**src/rtl/fm_pace_pkg.sv**
```systemverilog
package fm_pace_pkg;
  localparam int DATA_W = 8;

  typedef struct packed {
    logic              a0;
    logic [DATA_W-1:0] data;
  } wr_entry_t;

  localparam int ENTRY_W = $bits(wr_entry_t);
endpackage

```
**src/rtl/fm_pace_fifo.sv**
```systemverilog
module fm_pace_fifo #(
  parameter int W     = 9,
  parameter int DEPTH = 4
) (
  input  logic         clk,
  input  logic         rst,
  input  logic         push,
  input  logic [W-1:0] push_data,
  input  logic         pop,
  output logic [W-1:0] head,
  output logic         empty,
  output logic         full
);
  localparam int AW = (DEPTH > 1) ? $clog2(DEPTH) : 1;
  localparam int CW = $clog2(DEPTH + 1);
  localparam logic [AW-1:0] LAST = AW'(DEPTH - 1);
  localparam logic [CW-1:0] FULLC = CW'(DEPTH);

  logic [W-1:0]  mem [DEPTH];
  logic [AW-1:0] wptr, rptr;
  logic [CW-1:0] count;

  assign empty = (count == '0);
  assign full  = (count == FULLC);
  assign head  = mem[rptr];

  always_ff @(posedge clk) begin
    if (rst) begin
      wptr  <= '0;
      rptr  <= '0;
      count <= '0;
    end else begin
      if (push) begin
        mem[wptr] <= push_data;
        wptr      <= (wptr == LAST) ? '0 : wptr + 1'b1;
      end
      if (pop) rptr <= (rptr == LAST) ? '0 : rptr + 1'b1;
      if (push && !pop)      count <= count + 1'b1;
      else if (pop && !push) count <= count - 1'b1;
    end
  end

  p_no_overflow_r1: assert property (@(posedge clk) disable iff (rst) push |-> !full)
    else $error("queue overflow");
  p_no_underflow_r3: assert property (@(posedge clk) disable iff (rst) pop |-> !empty)
    else $error("queue underflow");
endmodule

```
**src/rtl/fm_pace_gap.sv**
```systemverilog
module fm_pace_gap #(
  parameter int ADDR_GAP = 12,
  parameter int DATA_GAP = 84
) (
  input  logic clk,
  input  logic rst,
  input  logic tick,
  input  logic load,
  input  logic load_long,
  output logic idle
);
  localparam int GMAX = (DATA_GAP > ADDR_GAP) ? DATA_GAP : ADDR_GAP;
  localparam int CW   = $clog2(GMAX + 1);

  logic [CW-1:0] cnt;

  assign idle = (cnt == '0);

  always_ff @(posedge clk) begin
    if (rst)                  cnt <= '0;
    else if (load)            cnt <= load_long ? CW'(DATA_GAP) : CW'(ADDR_GAP);
    else if (tick && cnt != '0) cnt <= cnt - 1'b1;
  end

  p_hold_r4: assert property (@(posedge clk) disable iff (rst) (!load && !tick) |=> $stable(cnt))
    else $error("gap counter moved without tick");
  p_long_r5: assert property (@(posedge clk) disable iff (rst) (load && load_long) |=> !idle)
    else $error("data gap not started");
  p_short_r4: assert property (@(posedge clk) disable iff (rst) (load && !load_long) |=> !idle)
    else $error("address gap not started");
endmodule

```
**src/rtl/fm_reg_pacer.sv**
```systemverilog
module fm_reg_pacer #(
  parameter int ADDR_W   = 8,
  parameter int DEPTH    = 4,
  parameter int ADDR_GAP = 12,
  parameter int DATA_GAP = 84
) (
  input  logic              clk,
  input  logic              rst,
  input  logic              mclk_tick,
  input  logic              host_valid,
  output logic              host_ready,
  input  logic              host_we,
  input  logic [ADDR_W-1:0] host_addr,
  input  logic [7:0]        host_wdata,
  output logic              busy,
  output logic              host_rdata_valid,
  output logic [7:0]        host_rdata,
  output logic              chip_cs_n,
  output logic              chip_wr_n,
  output logic              chip_rd_n,
  output logic              chip_a0,
  output logic [7:0]        chip_dout,
  input  logic [7:0]        chip_din
);
  import fm_pace_pkg::*;

  localparam int SEL_BIT  = 4;
  localparam int READ_BIT = 5;

  logic      is_wr, is_rd, push, pop, rd_go;
  logic      q_empty, q_full, gap_idle;
  wr_entry_t in_ent, head_ent;
  logic      rd_stage;
  logic [7:0] status_q;

  assign is_wr  = host_valid && host_we;
  assign is_rd  = host_valid && !host_we;
  assign host_ready = !host_we || !q_full;
  assign busy   = q_full;
  assign push   = is_wr && !q_full;
  assign in_ent = '{a0: host_addr[SEL_BIT], data: host_wdata};
  assign rd_go  = is_rd && host_addr[READ_BIT] && gap_idle;
  assign pop    = !q_empty && gap_idle && !rd_go;

  fm_pace_fifo #(.W(ENTRY_W), .DEPTH(DEPTH)) u_fifo (
    .clk(clk), .rst(rst),
    .push(push), .push_data(in_ent),
    .pop(pop), .head(head_ent),
    .empty(q_empty), .full(q_full)
  );

  fm_pace_gap #(.ADDR_GAP(ADDR_GAP), .DATA_GAP(DATA_GAP)) u_gap (
    .clk(clk), .rst(rst), .tick(mclk_tick),
    .load(pop), .load_long(head_ent.a0),
    .idle(gap_idle)
  );

  always_ff @(posedge clk) begin
    if (rst) begin
      chip_cs_n <= 1'b1;
      chip_wr_n <= 1'b1;
      chip_rd_n <= 1'b1;
      chip_a0   <= 1'b0;
      chip_dout <= '0;
    end else begin
      chip_cs_n <= 1'b1;
      chip_wr_n <= 1'b1;
      chip_rd_n <= 1'b1;
      if (rd_go) begin
        chip_cs_n <= 1'b0;
        chip_rd_n <= 1'b0;
        chip_a0   <= host_addr[SEL_BIT];
      end else if (pop) begin
        chip_cs_n <= 1'b0;
        chip_wr_n <= 1'b0;
        chip_a0   <= head_ent.a0;
        chip_dout <= head_ent.data;
      end
    end
  end

  always_ff @(posedge clk) begin
    if (rst) begin
      status_q         <= '0;
      rd_stage         <= 1'b0;
      host_rdata_valid <= 1'b0;
    end else begin
      if (!chip_cs_n && !chip_rd_n) status_q <= chip_din;
      rd_stage         <= is_rd;
      host_rdata_valid <= rd_stage;
    end
  end

  assign host_rdata = status_q;

  p_gap_block_r4: assert property (@(posedge clk) disable iff (rst) !gap_idle |-> (!pop && !rd_go))
    else $error("chip op issued inside gap");
  p_rd_first_r8: assert property (@(posedge clk) disable iff (rst) rd_go |=> (!chip_rd_n && chip_wr_n))
    else $error("read lost priority");
  p_strobe_pair_r10: assert property (@(posedge clk) disable iff (rst) !chip_cs_n |-> (chip_wr_n != chip_rd_n))
    else $error("bad strobe combination");
  p_rdv_r7: assert property (@(posedge clk) disable iff (rst) host_rdata_valid |-> $past(is_rd, 2))
    else $error("read answer without request");
  p_ready_r1: assert property (@(posedge clk) disable iff (rst) (is_wr && !q_full) |-> host_ready)
    else $error("write refused with room");
endmodule

```
**config.mk**
```make
export PLATFORM = sky130hd
export DESIGN_NAME = fm_reg_pacer
export DESIGN_NICKNAME = d
export VERILOG_FILES = /design/src/rtl/fm_pace_pkg.sv /design/src/rtl/fm_pace_fifo.sv /design/src/rtl/fm_pace_gap.sv /design/src/rtl/fm_reg_pacer.sv
export SDC_FILE = /design/constraint.sdc
export NUM_CORES = 1
export LEC_CHECK = 0
export BUFFER_PORTS_ARGS = -buffer_cell sky130_fd_sc_hd__buf_4
export CORE_AREA = 10 10 74 122
export DETAILED_ROUTE_END_ITERATION = 16
export DIE_AREA = 0 0 84 132
export PLACE_DENSITY = 0.67
export SLEW_MARGIN = 20
export SYNTH_ARGS = -nofsm -noshare
export SYNTH_HDL_FRONTEND = slang
export SYNTH_HIERARCHICAL = 1
export SYNTH_SLANG_ARGS = --single-unit
```
**constraint.sdc**
```tcl
create_clock -name clk -period 2.5 [get_ports clk]
set_input_delay 0.25 -clock clk [delete_from_list [all_inputs] [get_ports clk]]
set_output_delay 0.25 -clock clk [all_outputs]
set_load 0.02 [all_outputs]
```
==> results of run 1 <==
==> how the worst min path moves through the flow <==
stage                     slack, ns                     endpoint  depth (start not counted)
after floorplan                0.32    u_gap/cnt[3]$_SDFFE_PP0P_                          1
final                          0.12   u_fifo/mem[3][1]$_DFFE_PP_                          1
after CTS                      0.10          rd_stage$_SDFF_PP0_                          2
after global routing           0.10   u_fifo/mem[0][3]$_DFFE_PP_                          1
after detailed placement       0.43  host_rdata_valid$_SDFF_PP0_                          1
after global placement         0.42  host_rdata_valid$_SDFF_PP0_                          1
==> final cells by class <==
class / instances / area (um2)
fillers: 597 / 3100
clock buffers: 10 / 229
repair buffers: 51 / 383
flip-flops and latches: 74 / 1840
well taps: 84 / 105
inverters: 8 / 30.0
clock inverters: 6 / 90.1
multi-input cells: 142 / 1130
==> cell usage in the layout, fill, tap and decap left out, types with 8 or more instances in the layout <==
| cell | netlist | final |
|---|---|---|
| a21oi_1 | 16 | 16 |
| nand2_1 | 16 | 16 |
| nor2_1 | 12 | 10 |
| mux4_2 | 9 | 9 |
| nand3_1 | 10 | 10 |
| edfxtp_1 | 36 | 36 |
| buf_4 | 1 | 51 |
| dfxtp_1 | 38 | 36 |
| inv_1 | 8 | 8 |
| o21ai_0 | 10 | 10 |
| o21ai_2 | 8 | 8 |
| a21oi_2 | 8 | 8 |
| clkbuf_16 | 0 | 9 |
==> critical path, stage by stage, from the launching register on <==
cell and delay (ns):
dfxtp_2 0.34, inv_1 0.06, ha_2 0.20, or3b_4 0.26, nor2_4 0.04, nand2b_2 0.09
nor2_4 0.04, inv_1 0.08, ha_2 0.18, inv_1 0.05, fa_1 0.37, xor2_1 0.16
or3_1 0.30, a21oi_1 0.14
==> power by group <==
group          switching, W  total [W]  leakage (nW)  internal [W]
logic              0.000712    0.00135         0.599      0.000634
clock network      0.000477    0.00135         0.153      0.000876
registers          0.000160    0.00160         0.635       0.00144
==> layer usage <==
layer / part of all wire (%) / vias to the layer above
li1: - / 966
met1: 38 / 948
met2: 55 / 35
met3: 5.3 / 9
met4: 1.6 / 0
met5: 0 / -
==> per-stage QoR <==
step,power [W],utilization [%]
after floorplan,0.00260,-
after global placement,0.00293,50.3
after detailed placement,0.00296,50.3
after CTS,0.00433,55.0
after global routing,0.00455,55.2
final,0.00429,55.2
==> cells by family (layout without fill, tap and decap cells) <==
kind of cell / Yosys count / in the layout
AO/OA/AOI/OAI: 50 / 50
AND/OR/NAND/NOR: 67 / 67
multiplexers: 15 / 15
adder cells (fa/ha/maj): 8 / 8
buffers and inverters: 17 / 75
flip-flops: 74 / 74
XOR/XNOR: 2 / 2
==> state kept, by name, indices dropped and copies added (netlist names), 2 cells and up, named ones only <==
| register | flops |
|---|---|
| chip_dout | 8 |
| host_rdata | 8 |
| u_fifo/count | 3 |
| u_fifo/mem | 36 |
| u_fifo/rptr | 2 |
| u_fifo/wptr | 2 |
| u_gap/cnt | 7 |
==> synthesized netlist by cell type, types with 2 or more instances <==
cell,n,area (um2)
a21oi_1,16,80.1
a21oi_2,8,70.1
and2_1,4,25.0
buf_6,2,22.5
clkbuf_1,2,7.51
dfxtp_1,38,761
edfxtp_1,36,1080
ha_1,7,87.6
inv_1,8,30.0
mux2i_1,6,60.1
mux4_2,9,203
nand2_1,16,60.1
nand3_1,10,50.1
nor2_1,12,45.0
nor2b_1,2,12.5
nor3_1,2,10.0
nor3b_1,4,30.0
o21ai_0,10,50.1
o21ai_2,8,70.1
or3_1,4,25.0
xor2_1,2,17.5
==> timing repair <==
item                       CTS  global route
setup endpoints to repair    0             2
buffers inserted             0             1
gates resized for setup      0             4
==> reports/results.ini, run 1 <==
[global_route]
use_met2_pct=19.5
grt_pass1_wl_mm=9.79
grt_max_degree=38
grt_usage_pct=11.0
grt.busiest_layer=met2
use_met3_pct=4.52
grtUsageMet1_pct=10.5
grt_pass1_vias=1991
antenna_found_initial=0
grt_overflow_total=0

[cts]
clkSlewWorstSetupHoldPaths_ns=0.06
cts_tree=built
clkLatencyLatePin_ns=0.33
cts_sinks=74
hold_buffers=0
root_buffer=clkbuf_16
clk_path_buf_depth=2
h-tree-depth=3
numCtsBuffers=9

[synth]
synth_mux_area_share_pct=8.65
synth_area_mm2=0.00304
syn_area_per_cell_um2=13.0
ys.flop_type=dfxtp_1
synth_compound_area_share_pct=11.5
syn_inst=233
yosys.area_share.xor_xnor_pct=0.577
synth_top_family_by_area=simple AND/OR/NAND/NOR gates
synth_edf_count=36
yosysUniqueCellTypes=48
ys_seq_area_share_pct=60.6
async_flop_share_pct=0
synth_nets=270
ys_warn_count=6
yosys_register_bits=74
synth-simple-area-share_pct=12.1
synth-adder-area-share_pct=3.54

[place]
dpl_cell_area_mm2=0.00348
place_ws_ns=0.0429
routabilityCongestion=0.776
io_buffers=45
placedCellCount=358
hpwl_mm=4.31

[worst_setup_path]
r2r-end=u_fifo/count[2]$_SDFFE_PP0P_
reg2reg_depth=13
path_max_fanout=4
crit_end=u_fifo/count[2]$_SDFFE_PP0P_
worstSetupPathType=register to register
arrival_ns=2.63
start_kind=register
crit_required_ns=2.76
reg2reg_from=u_gap/cnt[0]$_SDFFE_PP0P_
reg2reg_slack_ns=0.13
cp-end-kind=register
cp-startpoint=u_gap/cnt[0]$_SDFFE_PP0P_

[flow_run]
cap_violations=0

[sta]
clock_skew_ns=0.00547
worst_slew_pin_slew_ns=0.522
min_period_ns=2.37
setup_viol=0
hold_viol=0
period_share_pct=94.8
fmax_mhz=422
tns_ns=0
drv_slew=0
rsz0062_at_grt=false
relSlewSlack_pct=65.2
hold_slack_ns=0.117
layout_setup_ws_ns=0.129

[routing]
routed_wl_mm=5.92
vias=1958
routedWlPerCell_um=15.8
ant_nets=0
drc=0
vias_per_cell=5.22
drt_iter0_markers=123
first_pass_iters=4

[floorplan]
row_count=40
dieArea_mm2=0.0111
start_util_pct=44.0
core_area_mm2=0.00691
ioPinCount=52
die_y_um=132
fp.dieW_um=84

[final_layout]
antennaDiodeCount=0
stdcell_count=375
finalNetCount=323
syn_to_final_growth_pct=25.5
drive_gt1_share_pct=36.1
final_area_mm2=0.00381

[outcome]
outcome=finished, final reports clean

[min_path]
hold_path_class=primary input to register
worstHoldStart=host_wdata[1]

[power_and_ir_drop]
leakage_nw=1.39
ir_worst_vdd_v=0.000534
p_per_area_mw_per_mm2=1130

(Power assumes the default switching activity.)
==> run 2, diff against run 1 <==
- ABC_AREA: unset -> 1
- CORE_AREA: 10 10 74 122 -> 10 10 75 124
- DIE_AREA: 0 0 84 132 -> 0 0 85 134
==> reports/results.ini, run 2 <==
[sta]
setup_viol=0
relSlewSlack_pct=70.4
drv_slew=0
fmax_mhz=434
hold_slack_ns=0.116
min_period_ns=2.31
rsz0062_at_grt=false
tns_ns=0
worst_slew_pin_slew_ns=0.444
period_share_pct=92.2
layout_setup_ws_ns=0.195
clock_skew_ns=0.00643
hold_viol=0

[global_route]
grt_overflow_total=0
grt_pass1_wl_mm=10.8
antenna_found_initial=0
grt_max_degree=20
grt_usage_pct=11.8
grt_pass1_vias=2375

[place]
io_buffers=45
hpwl_mm=4.78
place_ws_ns=0.125
routabilityCongestion=0.770

[synth]
synth_edf_count=36
async_flop_share_pct=0
synth_area_mm2=0.00315
yosys_register_bits=74
synth_compound_area_share_pct=11.7
synth_top_family_by_area=simple AND/OR/NAND/NOR gates
ys.flop_type=dfxtp_1
synth_mux_area_share_pct=0
synth-adder-area-share_pct=3.41
yosys.area_share.xor_xnor_pct=0.278
syn_inst=312
synthTopCellsByArea=edfxtp_1 (34%), dfxtp_1 (24%), nor2_1 (6.4%)
synth_nets=349
synth.most_common_cell=nor2_1
ys_top_cells_by_count=nor2_1 (54), dfxtp_1 (38), edfxtp_1 (36)
ys_seq_area_share_pct=58.4
yosysTopAreaCellShare_pct=34.3
ys_warn_count=6
yosysTopAreaCell=edfxtp_1
yosysUniqueCellTypes=27
synth-simple-area-share_pct=19.8
syn_area_per_cell_um2=10.1

[final_layout]
layout_commonest_cell=nor2_1
fillers=642
drive_gt1_share_pct=30.5
syn_to_final_growth_pct=24.4
largest_reg_flops=36
antennaDiodeCount=0
multi_input_area_mm2=0.00113
top_register=u_fifo/mem
layout_common_cells=nor2_1 (54), buf_4 (53), dfxtp_1 (38), edfxtp_1 (36), nand2_1 (31)
finalNetCount=409
seqCellArea_mm2=0.00184

[floorplan]
core_area_mm2=0.00723
start_util_pct=43.6
die_y_um=134
fp.dieW_um=85
dieArea_mm2=0.0114
ioPinCount=52
row_count=41

[cts]
h-tree-depth=3
cts_sinks=74
clkLatencyLatePin_ns=0.33
clkSlewWorstSetupHoldPaths_ns=0.06
root_buffer=clkbuf_16
numCtsBuffers=9
hold_buffers=0
cts_tree=built
clk_path_buf_depth=2

[outcome]
outcome=finished, final reports clean

[worst_setup_path]
timing.critical_path.mode_cell=inv_1
crit_buf_inv=9
reg2reg_from=u_gap/cnt[1]$_SDFFE_PP0P_
cp_slowest_cell=fa_1
r2r-end=u_fifo/count[2]$_SDFFE_PP0P_
cp-end-kind=register
reg2reg_slack_ns=0.19
start_kind=register
worstSetupPathType=register to register
cp-startpoint=u_gap/cnt[1]$_SDFFE_PP0P_
path_max_fanout=4
cp_slowest_stage_delay_ns=0.38
reg2reg_depth=21
arrival_ns=2.54
crit_required_ns=2.73
crit_chain=inv_1, ha_4, nand2_1, inv_2, nand2_4, inv_1, nand2_1, inv_2, nand2_4, nand2_8, inv_8, inv_2, ha_2, inv_1, fa_1, inv_1, nand2_1, nand3_1, nand2_1, inv_1, nor2_1
crit_family=adder cells

[routing]
drt_iter0_markers=76
routed_wl_mm=6.47
routedWlPerCell_um=14.0
vias_per_cell=4.93
drc=0
first_pass_iters=6
ant_nets=0
vias=2282

[min_path]
hold_end=u_fifo/mem[0][4]$_DFFE_PP_
worstHoldStart=host_wdata[4]
hold_path_class=primary input to register
min_path_cells=1

[power_and_ir_drop]
p_per_area_mw_per_mm2=1050
ir_worst_vdd_v=0.000582
leakage_nw=1.64

[flow_run]
cap_violations=0

## run 2: changes by cell type after synthesis, moves of 14 or more
cell     delta
nand2_1    +15
nor2_1     +42
inv_1      +19
o21ai_0    +15
nor2_2     +18
o21ai_1    +14
## run 2: cell families after synthesis
family	count (synthesis)
flip-flops	74
AND/OR/NAND/NOR	130
AO/OA/AOI/OAI	59
buffers and inverters	40
XOR/XNOR	1
adder cells (fa/ha/maj)	8
## run 2: worst max path at each step
| stage | to | slack, ns | cells after the start |
|---|---|---|---|
| final | u_fifo/count[2]$_SDFFE_PP0P_ | 0.19 | 21 |
| after global routing | u_fifo/count[2]$_SDFFE_PP0P_ | 0.02 | 21 |
| after CTS | u_fifo/count[2]$_SDFFE_PP0P_ | 0.1 | 21 |
| after detailed placement | u_fifo/count[2]$_SDFFE_PP0P_ | 0.13 | 21 |
| after global placement | u_fifo/count[2]$_SDFFE_PP0P_ | 0.14 | 21 |
| after floorplan | u_fifo/count[1]$_SDFFE_PP0P_ | 0.22 | 17 |
## run 2: power by group
group          switching, W  internal, W  total (W)
clock network      0.000473     0.000796    0.00127
logic              0.000798     0.000519    0.00132
registers          0.000114      0.00142    0.00153
## run 2: per-layer routing
layer | global-route usage (%) | part of all wire (%) | vias to the layer above
li1 | - | - | 1160
met1 | 10.7 | 37 | 1066
met2 | 22.0 | 56 | 45
met4 | 7.35 | 2.6 | 0
met3 | 3.15 | 4.5 | 11
met5 | 0 | 0 | -
## run 2: timing repair
item | 4_1_cts | 5_1_grt
resized for setup | 0 | 4
endpoints found under the setup margin | 0 | 2
setup buffers | 0 | 0
## run 2: worst reg2reg max path, cell delays in order (launching register included)
cell	delay (ns)
dfxtp_1	0.31
inv_1	0.10
ha_4	0.15
nand2_1	0.07
inv_2	0.09
nand2_4	0.05
inv_1	0.08
nand2_1	0.07
inv_2	0.08
nand2_4	0.08
nand2_8	0.09
inv_8	0.03
inv_2	0.07
ha_2	0.18
inv_1	0.06
fa_1	0.38
inv_1	0.06
nand2_1	0.06
nand3_1	0.07
nand2_1	0.05
inv_1	0.05
nor2_1	0.03
## run 2: stage by stage
| step | instance area (um2) | util, % | cells | total power [W] |
|---|---|---|---|---|
| global placement | 3610 | 49.9 | 447 | 0.00284 |
| CTS | 3910 | 54.0 | 463 | 0.00415 |
| floorplan | 3150 | - | 312 | 0.00250 |
| finish | 3920 | 54.2 | 463 | 0.00412 |
| global route | 3920 | 54.2 | 463 | 0.00438 |
| detailed placement | 3610 | 49.9 | 447 | 0.00286 |
## run 2: area by class of cell
class / instances / share of cell area, %
Tap cell: 86 / 2.74
Multi-Input combinational cell: 198 / 28.7
Timing Repair Buffer: 53 / 10.1
Inverter: 36 / 3.83
Clock inverter: 5 / 1.40
Sequential cell: 74 / 47.0
Clock buffer: 11 / 6.19
==> run 3, diff against run 2 <==
- PLACE_DENSITY: 0.67 -> 0.77
==> reports/results.ini, run 3 (synthesized netlist as in run 2, its figures left out) <==
[outcome]
outcome=finished, final reports clean

[sta]
setup_viol=0
layout_setup_ws_ns=0.148
period_share_pct=94.1
drv_slew=0
min_period_ns=2.35
worst_slew_pin_slew_ns=0.408
fmax_mhz=425
hold_slack_ns=0.124
tns_ns=0
hold_viol=0
clock_skew_ns=0.00360
rsz0062_at_grt=false
relSlewSlack_pct=72.8

[floorplan]
start_util_pct=43.6
dieArea_mm2=0.0114
die_y_um=134
row_count=41
core_area_mm2=0.00723
fp.dieW_um=85
ioPinCount=52

[worst_setup_path]
crit_required_ns=2.72
path_max_fanout=5
worstSetupPathType=register to register
cp-end-kind=register
start_kind=register
arrival_ns=2.58

[routing]
drt_iter0_markers=123
ant_nets=0
routedWlPerCell_um=13.9
drc=0
vias_per_cell=4.90
vias=2265
routed_wl_mm=6.43
first_pass_iters=4

[cts]
clkLatencyLatePin_ns=0.32
cts_sinks=74
h-tree-depth=3
clkSlewWorstSetupHoldPaths_ns=0.05
root_buffer=clkbuf_16
cts_tree=built
clk_path_buf_depth=2
numCtsBuffers=9

[global_route]
grt_pass1_vias=2312
grt_max_degree=20
antenna_found_initial=0
grt_pass1_wl_mm=10.6
grt_overflow_total=0
grt_usage_pct=11.4

[power_and_ir_drop]
power_w=0.00395
p_per_area_mw_per_mm2=1020
ir_worst_vdd_v=0.000524
leakage_nw=1.61

[final_layout]
largest_reg_flops=36
stdcell_count=462
fillers=638
finalNetCount=408
drive_gt1_share_pct=30.1
antennaDiodeCount=0
layout_commonest_cell=nor2_1
multi_input_area_mm2=0.00112
top_register=u_fifo/mem
seqCellArea_mm2=0.00184
layout_common_cells=nor2_1 (54), buf_4 (52), dfxtp_1 (38), edfxtp_1 (36), nand2_1 (31)
syn_to_final_growth_pct=22.8

[min_path]
hold_path_class=primary input to register

[place]
routabilityCongestion=0.781
io_buffers=45
placedCellCount=445
hpwl_mm=4.64
place_ws_ns=0.0308

[flow_run]
cap_violations=0

run 3: cell types whose count changed in the layout (fill, tap and decap cells not counted):
cell | before | now
inv_2 | 8 | 9
clkinv_4 | 1 | 0
ha_2 | 1 | 2
ha_4 | 1 | 0
clkbuf_1 | 1 | 3
bufinv_16 | 1 | 0
inv_1 | 26 | 25
buf_4 | 53 | 52
run 3: final cells by class:
type	count	share of cell area, %
clock buffer	13	6.46
tap	86	2.78
clock inverter	3	0.420
multi-input combinational	198	28.8
sequential	74	47.5
inverter	36	3.88
timing repair buffer	52	10.1
run 3: power breakdown:
| group | internal, W | total [W] | switching (W) |
|---|---|---|---|
| registers | 0.00142 | 0.00153 | 0.000112 |
| logic | 0.000490 | 0.00129 | 0.000798 |
| clock network | 0.000693 | 0.00113 | 0.000438 |
| total | 0.00260 | 0.00395 | 0.00135 |
run 3: per-layer routing:
layer	part of all wire [%]	routed length, um	GRT usage, %
met1	37	2350	10.4
met2	58	3720	21.4
met3	3.3	214	2.79
met4	2.2	140	7.54
met5	0	0	0
run 3: stage by stage:
stage          area [um2]  utilization [%]
2_1_floorplan        3150                -
3_3_place_gp         3590             49.7
3_5_place_dp         3590             49.7
4_1_cts              3860             53.4
5_1_grt              3870             53.6
6_report             3870             53.6
run 3: worst paths after layout:
path | from | end | slack (ns) | depth (start not counted)
max | u_gap/cnt[0]$_SDFFE_PP0P_ | u_fifo/count[2]$_SDFFE_PP0P_ | 0.15 | 21
min reg2reg | rd_stage$_SDFF_PP0_ | host_rdata_valid$_SDFF_PP0_ | 0.41 | 2
min | host_wdata[7] | u_fifo/mem[3][7]$_DFFE_PP_ | 0.12 | 1
max reg2reg | u_gap/cnt[0]$_SDFFE_PP0P_ | u_fifo/count[2]$_SDFFE_PP0P_ | 0.15 | 21
run 3: timing repair:
item / 4_1_cts / 5_1_grt
hold buffers: 0 / 0
buffers inserted: 0 / 1
setup endpoints to repair: 0 / 2
gates resized for setup: 0 / 4
run 3: critical path, stage by stage, from the launching register on:
cell	delay (ns)
dfxtp_1	0.30
inv_2	0.08
ha_2	0.20
nand2_1	0.08
inv_2	0.08
nand2_4	0.09
inv_2	0.08
nand2_1	0.06
inv_2	0.08
nand2_4	0.08
nand2_8	0.10
inv_8	0.03
inv_2	0.06
ha_2	0.17
inv_1	0.06
fa_1	0.38
inv_1	0.06
nand2_1	0.06
nand3_1	0.06
nand2_1	0.05
inv_1	0.04
nor2_1	0.03
